===== config.mk =====
export PLATFORM = sky130hd
export DESIGN_NAME = sram_dual_die_ctrl
export DESIGN_NICKNAME = d
export VERILOG_FILES = /design/src/rtl/sdd_pkg.sv /design/src/rtl/sdd_die_strobes.sv /design/src/rtl/sdd_seq.sv /design/src/rtl/sram_dual_die_ctrl.sv
export SDC_FILE = /design/constraint.sdc
export NUM_CORES = 1
export LEC_CHECK = 0
export BUFFER_PORTS_ARGS = -buffer_cell sky130_fd_sc_hd__buf_2
export CAP_MARGIN = 30
export CORE_MARGIN = 2
export CORE_UTILIZATION = 47
export CTS_CLUSTER_SIZE = 20
export DETAILED_ROUTE_END_ITERATION = 12
export GPL_TIMING_DRIVEN = 0
export PLACE_DENSITY_LB_ADDON = 0.12
export SLEW_MARGIN = 10
export SYNTH_ARGS = -nofsm -noshare
export SYNTH_HDL_FRONTEND = slang
export SYNTH_SLANG_ARGS = --single-unit

===== constraint.sdc =====
create_clock -name clk -period 2.3 [get_ports clk]
set_input_delay 0.46 -clock clk [delete_from_list [all_inputs] [get_ports clk]]
set_output_delay 0.46 -clock clk [all_outputs]
set_load 0.01 [all_outputs]

===== src/rtl/sdd_pkg.sv =====
package sdd_pkg;

  typedef enum logic [2:0] {
    ST_IDLE,
    ST_RD_ACC,
    ST_RD_TURN,
    ST_WR_PULSE,
    ST_WR_HOLD,
    ST_WR_REC
  } sdd_state_e;

  // whole cycles covering a time limit, never below one
  function automatic int unsigned ns_to_cyc(input int unsigned ns, input int unsigned period);
    int unsigned c;
    c = (ns + period - 1) / period;
    if (c == 0) c = 1;
    return c;
  endfunction

  function automatic int unsigned max2(input int unsigned a, input int unsigned b);
    return (a > b) ? a : b;
  endfunction

endpackage


===== src/rtl/sdd_die_strobes.sv =====
module sdd_die_strobes #(
  parameter int unsigned NUM_DIES = 2,
  parameter int unsigned SEL_W    = 1
) (
  input  logic [SEL_W-1:0]    die_sel,
  input  logic                ph_ce,
  input  logic                ph_we,
  output logic [NUM_DIES-1:0] ce_n,
  output logic [NUM_DIES-1:0] we_n
);

  for (genvar d = 0; d < NUM_DIES; d++) begin : g_die
    logic hit;
    assign hit     = (die_sel == SEL_W'(d));
    assign ce_n[d] = ~(ph_ce && hit);
    assign we_n[d] = ~(ph_we && hit);
  end

endmodule


===== src/rtl/sdd_seq.sv =====
module sdd_seq
  import sdd_pkg::*;
#(
  parameter int unsigned RD_CYC   = 3,
  parameter int unsigned TURN_CYC = 1,
  parameter int unsigned WP_CYC   = 2,
  parameter int unsigned HOLD_CYC = 1,
  parameter int unsigned REC_CYC  = 1,
  parameter int unsigned CNT_W    = 4
) (
  input  logic clk,
  input  logic rst_n,
  input  logic req_valid,
  input  logic req_write,
  output logic accept,
  output logic idle,
  output logic ph_ce,
  output logic ph_we,
  output logic ph_oe,
  output logic ph_drive,
  output logic capture,
  output logic done
);

  sdd_state_e       st_q, st_d;
  logic [CNT_W-1:0] cnt_q, cnt_d;
  logic             last;
  logic             done_q;

  assign last = (cnt_q == '0);

  always_comb begin
    st_d  = st_q;
    cnt_d = last ? cnt_q : cnt_q - CNT_W'(1);
    unique case (st_q)
      ST_IDLE: begin
        cnt_d = '0;
        if (req_valid) begin
          if (req_write) begin
            st_d  = ST_WR_PULSE;
            cnt_d = CNT_W'(WP_CYC - 1);
          end else begin
            st_d  = ST_RD_ACC;
            cnt_d = CNT_W'(RD_CYC - 1);
          end
        end
      end
      ST_RD_ACC: if (last) begin
        st_d  = ST_RD_TURN;
        cnt_d = CNT_W'(TURN_CYC - 1);
      end
      ST_RD_TURN: if (last) st_d = ST_IDLE;
      ST_WR_PULSE: if (last) begin
        st_d  = ST_WR_HOLD;
        cnt_d = CNT_W'(HOLD_CYC - 1);
      end
      ST_WR_HOLD: if (last) begin
        st_d  = ST_WR_REC;
        cnt_d = CNT_W'(REC_CYC - 1);
      end
      ST_WR_REC: if (last) st_d = ST_IDLE;
      default: st_d = ST_IDLE;
    endcase
  end

  always_ff @(posedge clk or negedge rst_n) begin
    if (!rst_n) begin
      st_q   <= ST_IDLE;
      cnt_q  <= '0;
      done_q <= 1'b0;
    end else begin
      st_q   <= st_d;
      cnt_q  <= cnt_d;
      done_q <= last && (st_q == ST_RD_ACC || st_q == ST_WR_HOLD);
    end
  end

  assign idle     = (st_q == ST_IDLE);
  assign accept   = idle && req_valid;
  assign ph_ce    = (st_q == ST_RD_ACC) || (st_q == ST_WR_PULSE) || (st_q == ST_WR_HOLD);
  assign ph_we    = (st_q == ST_WR_PULSE);
  assign ph_oe    = (st_q == ST_RD_ACC);
  assign ph_drive = (st_q == ST_WR_PULSE) || (st_q == ST_WR_HOLD);
  assign capture  = (st_q == ST_RD_ACC) && last;
  assign done     = done_q;


  drive_after_float_chk: assert property (@(posedge clk) disable iff (!rst_n)
    $rose(ph_drive) |-> !$past(ph_oe));


  done_single_chk: assert property (@(posedge clk) disable iff (!rst_n)
    done |=> !done);

endmodule


===== src/rtl/sram_dual_die_ctrl.sv =====
module sram_dual_die_ctrl
  import sdd_pkg::*;
#(
  parameter int unsigned CLK_PERIOD_NS = 10,
  parameter int unsigned DIE_ADDR_W    = 19,
  parameter int unsigned NUM_DIES      = 2,
  parameter int unsigned DATA_W        = 8,
  parameter int unsigned T_ACC_NS      = 25,
  parameter int unsigned T_CYCLE_NS    = 25,
  parameter int unsigned T_WP_NS       = 20,
  parameter int unsigned T_DSU_NS      = 15,
  parameter int unsigned T_DH_NS       = 2,
  parameter int unsigned T_AH_NS       = 2,
  parameter int unsigned T_WREC_NS     = 5,
  parameter int unsigned T_FLOAT_NS    = 10,
  localparam int unsigned SEL_W        = $clog2(NUM_DIES),
  localparam int unsigned ADDR_W       = DIE_ADDR_W + SEL_W
) (
  input  logic                  clk,
  input  logic                  rst_n,
  input  logic                  req_valid,
  output logic                  req_ready,
  input  logic                  req_write,
  input  logic [ADDR_W-1:0]     req_addr,
  input  logic [DATA_W-1:0]     req_wdata,
  output logic                  rsp_valid,
  output logic [DATA_W-1:0]     rsp_rdata,
  output logic [DIE_ADDR_W-1:0] mem_addr,
  output logic [NUM_DIES-1:0]   mem_ce_n,
  output logic [NUM_DIES-1:0]   mem_we_n,
  output logic                  mem_oe_n,
  output logic [DATA_W-1:0]     mem_dq_out,
  output logic                  mem_dq_oe,
  input  logic [DATA_W-1:0]     mem_dq_in
);

  localparam int unsigned CYC_C    = ns_to_cyc(T_CYCLE_NS, CLK_PERIOD_NS);
  localparam int unsigned HOLD_CYC = max2(ns_to_cyc(T_DH_NS, CLK_PERIOD_NS),
                                          ns_to_cyc(T_AH_NS, CLK_PERIOD_NS));
  localparam int unsigned RD_CYC   = max2(ns_to_cyc(T_ACC_NS, CLK_PERIOD_NS), CYC_C);
  localparam int unsigned WP_MIN   = max2(ns_to_cyc(T_WP_NS, CLK_PERIOD_NS),
                                          ns_to_cyc(T_DSU_NS, CLK_PERIOD_NS));
  localparam int unsigned WP_CYC   = max2(WP_MIN, (CYC_C > HOLD_CYC) ? CYC_C - HOLD_CYC : 1);
  localparam int unsigned TURN_CYC = ns_to_cyc(T_FLOAT_NS, CLK_PERIOD_NS);
  localparam int unsigned REC_CYC  = ns_to_cyc(T_WREC_NS, CLK_PERIOD_NS);
  localparam int unsigned CNT_MAX  = max2(max2(RD_CYC, WP_CYC), max2(max2(TURN_CYC, REC_CYC), HOLD_CYC));
  localparam int unsigned CNT_W    = $clog2(CNT_MAX) + 1;

  logic accept, idle, ph_ce, ph_we, ph_oe, ph_drive, capture, done;

  logic [DIE_ADDR_W-1:0] addr_q;
  logic [SEL_W-1:0]      die_q;
  logic [DATA_W-1:0]     wdata_q;
  logic [DATA_W-1:0]     rdata_q;

  sdd_seq #(
    .RD_CYC  (RD_CYC),
    .TURN_CYC(TURN_CYC),
    .WP_CYC  (WP_CYC),
    .HOLD_CYC(HOLD_CYC),
    .REC_CYC (REC_CYC),
    .CNT_W   (CNT_W)
  ) u_seq (
    .clk      (clk),
    .rst_n    (rst_n),
    .req_valid(req_valid),
    .req_write(req_write),
    .accept   (accept),
    .idle     (idle),
    .ph_ce    (ph_ce),
    .ph_we    (ph_we),
    .ph_oe    (ph_oe),
    .ph_drive (ph_drive),
    .capture  (capture),
    .done     (done)
  );

  always_ff @(posedge clk or negedge rst_n) begin
    if (!rst_n) begin
      addr_q  <= '0;
      die_q   <= '0;
      wdata_q <= '0;
      rdata_q <= '0;
    end else begin
      if (accept) begin
        addr_q  <= req_addr[DIE_ADDR_W-1:0];
        die_q   <= req_addr[ADDR_W-1 -: SEL_W];
        wdata_q <= req_wdata;
      end
      if (capture) rdata_q <= mem_dq_in;
    end
  end

  sdd_die_strobes #(
    .NUM_DIES(NUM_DIES),
    .SEL_W   (SEL_W)
  ) u_strobes (
    .die_sel(die_q),
    .ph_ce  (ph_ce),
    .ph_we  (ph_we),
    .ce_n   (mem_ce_n),
    .we_n   (mem_we_n)
  );

  assign req_ready  = idle;
  assign rsp_valid  = done;
  assign rsp_rdata  = rdata_q;
  assign mem_addr   = addr_q;
  assign mem_oe_n   = ~ph_oe;
  assign mem_dq_out = wdata_q;
  assign mem_dq_oe  = ph_drive;


  one_die_chk: assert property (@(posedge clk) disable iff (!rst_n)
    $countones(~mem_ce_n) <= 1);


  no_contend_chk: assert property (@(posedge clk) disable iff (!rst_n)
    mem_dq_oe |-> mem_oe_n);


  we_inside_ce_chk: assert property (@(posedge clk) disable iff (!rst_n)
    ((~mem_we_n) & mem_ce_n) == '0);


  addr_stable_chk: assert property (@(posedge clk) disable iff (!rst_n)
    ((|(~mem_ce_n)) && $past(|(~mem_ce_n))) |-> $stable(mem_addr));


  ready_quiet_chk: assert property (@(posedge clk) disable iff (!rst_n)
    req_ready |-> ((&mem_ce_n) && mem_oe_n && !mem_dq_oe));

endmodule


==> run summary <==
Status = finished, final reports clean
GRT overflow = 0
Setup TNS Final = 0 ns
CTS Buf Count = 5
Final Hold Viols = 0
Final period utilization = 0.9246
Synthesized area per cell = 14.42 um^2
Vias per std cell = 5.143
# clock sinks = 43
Routed WL = 3.969 mm
Latest clock arrival within the worst-skew pair = 0.29 ns
Worst Skew = 0.003753 ns
GP Congestion = 0.7741
Placed cell area = 2462 um^2
Arrival time at the worst endpoint = 1.67 ns
Die Area = 4769 um^2
Vias in the first global route = 1462
First-pass GRT wire length = 7.065 mm
Initial DRC Count = 72
Num ports = 83
Row cnt = 23
Worst slew pin tran = 0.3880 ns
WS Path Type = reg2out
Largest stage delay, worst path = 0.43 ns
Fin nets = 273
CTS tree = built
Most frequent cell after synthesis = dfrtp_1
CP Launch Type = register
Die height = 69.06 um
Pre-Repair DR Iteration Count = 6
Tmin final = 2.127 ns
Cell Count Post-Placement = 270
Clock share of power = 0.137
Max frequency = 470.2 MHz
Post-CTS sizing = 0
Yosys warnings = 0
Synth area leaders = dfrtp_1 (54%), mux2_4 (15%), mux2_2 (9.6%), ha_1 (3.1%), buf_12 (3.0%)
Slew Viols, Final = 0
Root buffer cell = clkbuf_8
Slowest CP cell = dfrtp_1
Pin count of the biggest net entering global routing = 44
RSZ-0062 raised after global routing = false
Comb pwr share = 0.479
PortBufs = 82
Synth cell types = 30
DR vias = 1435
Cell Int Power = 0.002270 W
Register area share after synthesis = 0.5409
Post-synth top area cell = dfrtp_1
Post-synthesis register bit count = 43
Worst-path clk slew = 0.08 ns
CTS Hold Bufs = 0
Post-synth top area share = 0.5409
Critical Path Fanout Max = 10
CTS max path bufs = 2
Leakage = 1.288 nW
Worst EP required = 1.84 ns
DRC = 0
Syn Nets = 183
Number of enable flip-flop cells after synthesis = 0
Post-DP HPWL = 2.976 mm
Area Growth Syn to Fin = 29.50%
Die X = 69.06 um
Hold Crit Class = in2async
Synth async-reset ratio = 1.000
Gr usage total = 0.1818
Crit-path most repeated cell = buf_2
H-tree Lvls = 2
Initial antenna violation count = 0
Final setup fails = 0
Initial core utilization = 0.4938
Postcts setup bufs = 0
Netlist area before placement = 1989 um^2
Post-Layout Cell Count = 279
Synth Instances = 138
Wire length per cell = 14.23 um
Ys flop type = dfrtp_1
Max VDD drop = 0.0006004 V
Layout cells sized above 1 = 0.5939
Critical-path cell list = buf_2 > nor2b_1 > a21o_1 > nand2_1 > buf_2
Sequential Power Share = 0.384
Worst setup EP type = output pin
NetSw = 0.001252 W
Max-cap viol count = 0
Sw frac = 0.3555
Worst r2r src = u_seq.cnt_q[0]$_DFF_PN0_
Pwr Density = 1367 nW/um^2
CP startpoint = u_seq.st_q[0]$_DFFE_PN0P_
Post-DRT Antenna Nets = 0
Number of diodes = 0
Slew headroom = 0.7413
Synth top cells by count = dfrtp_1 (43), mux2_4 (20), mux2_2 (17)
CORE AREA = 4029 um^2
Final Cell Area = 2576 um^2
## metrics by stage
step           total power (W)  worst slack, ns    util  hold WS, ns
3_3_place_gp          0.002984           0.4145  0.6112       0.4835
2_1_floorplan         0.002462           0.5714       -       0.1644
4_1_cts               0.003566           0.1877  0.6345       0.3312
3_5_place_dp          0.003067           0.3648  0.6112       0.4882
6_report              0.003522           0.1734  0.6394      0.04012
5_1_grt               0.003779          0.06175  0.6394      0.05456
## state kept, by name, indices dropped and copies added, names as in the netlist
name	flops
u_seq.st_q	3
die_q	1
u_seq.cnt_q	3
rsp_rdata	8
u_seq.done	1
mem_addr	19
mem_dq_out	8
## layer usage
layer | track usage | vias up | wire, um
li1 | - | 661 | -
met1 | 0.2213 | 711 | 1547
met2 | 0.3066 | 57 | 2098
met3 | 0.05994 | 6 | 281
met4 | 0.05447 | 0 | 41
met5 | 0 | - | 0
## worst max-delay path, delay by kind of cell, from the launching register on
| kind | cells | cell delay [ns] |
|---|---|---|
| AND/OR/NAND/NOR | 2 | 0.40 |
| AO/OA/AOI/OAI | 1 | 0.17 |
| flip-flops | 1 | 0.43 |
| buffers and inverters | 2 | 0.37 |
## power groups by stage
stage                     Sequential [W]  Combinational (W)  Clock (W)
after CTS                        0.00136            0.00171   0.000500
after global placement           0.00134            0.00165          0
after global routing             0.00141            0.00184   0.000530
final                            0.00135            0.00169   0.000482
after floorplan                  0.00150           0.000963          0
after detailed placement         0.00136            0.00170          0
## worst paths after layout
path                                             to  cells after the start  slack, ns
max                                     mem_ce_n[1]                      5       0.17
max in group asynchronous  mem_addr[18]$_DFFE_PN0P_                      2       1.80
max reg2reg                rsp_rdata[7]$_DFFE_PN0P_                      7       0.35
min reg2reg                rsp_rdata[0]$_DFFE_PN0P_                      1       0.51
min                        u_seq.cnt_q[2]$_DFF_PN0_                      1       0.04
min in group clk           mem_addr[17]$_DFFE_PN0P_                      2       0.39
## layout make-up
class                   instances  area, um^2
repair buffers                 83       430.4
inverters                       6       22.52
clock inverters                 3       25.02
flip-flops and latches         43        1076
multi-input cells              82       813.3
clock buffers                   5       68.82
well taps                      50       62.56
plain buffers                   7       77.57
fillers                       338        1453
## cell usage in the layout, fill, tap and decap left out, drive strengths merged, types with 3 or more instances in the layout
cell and count:
nand2b 6, inv 6, mux2 37, ha 5
nand2 6, dfrtp 43, nor2 4, buf 88
clkbuf 7, nor2b 3
## cells by family after synthesis
family | Yosys count | share of synthesized area
multiplexers | 38 | 0.2522
AND/OR/NAND/NOR | 26 | 0.07862
adder cells (fa/ha/maj) | 5 | 0.03145
AO/OA/AOI/OAI | 13 | 0.04655
buffers and inverters | 13 | 0.05032
flip-flops | 43 | 0.5409
No activity file was read; power rests on OpenSTA's default activity.
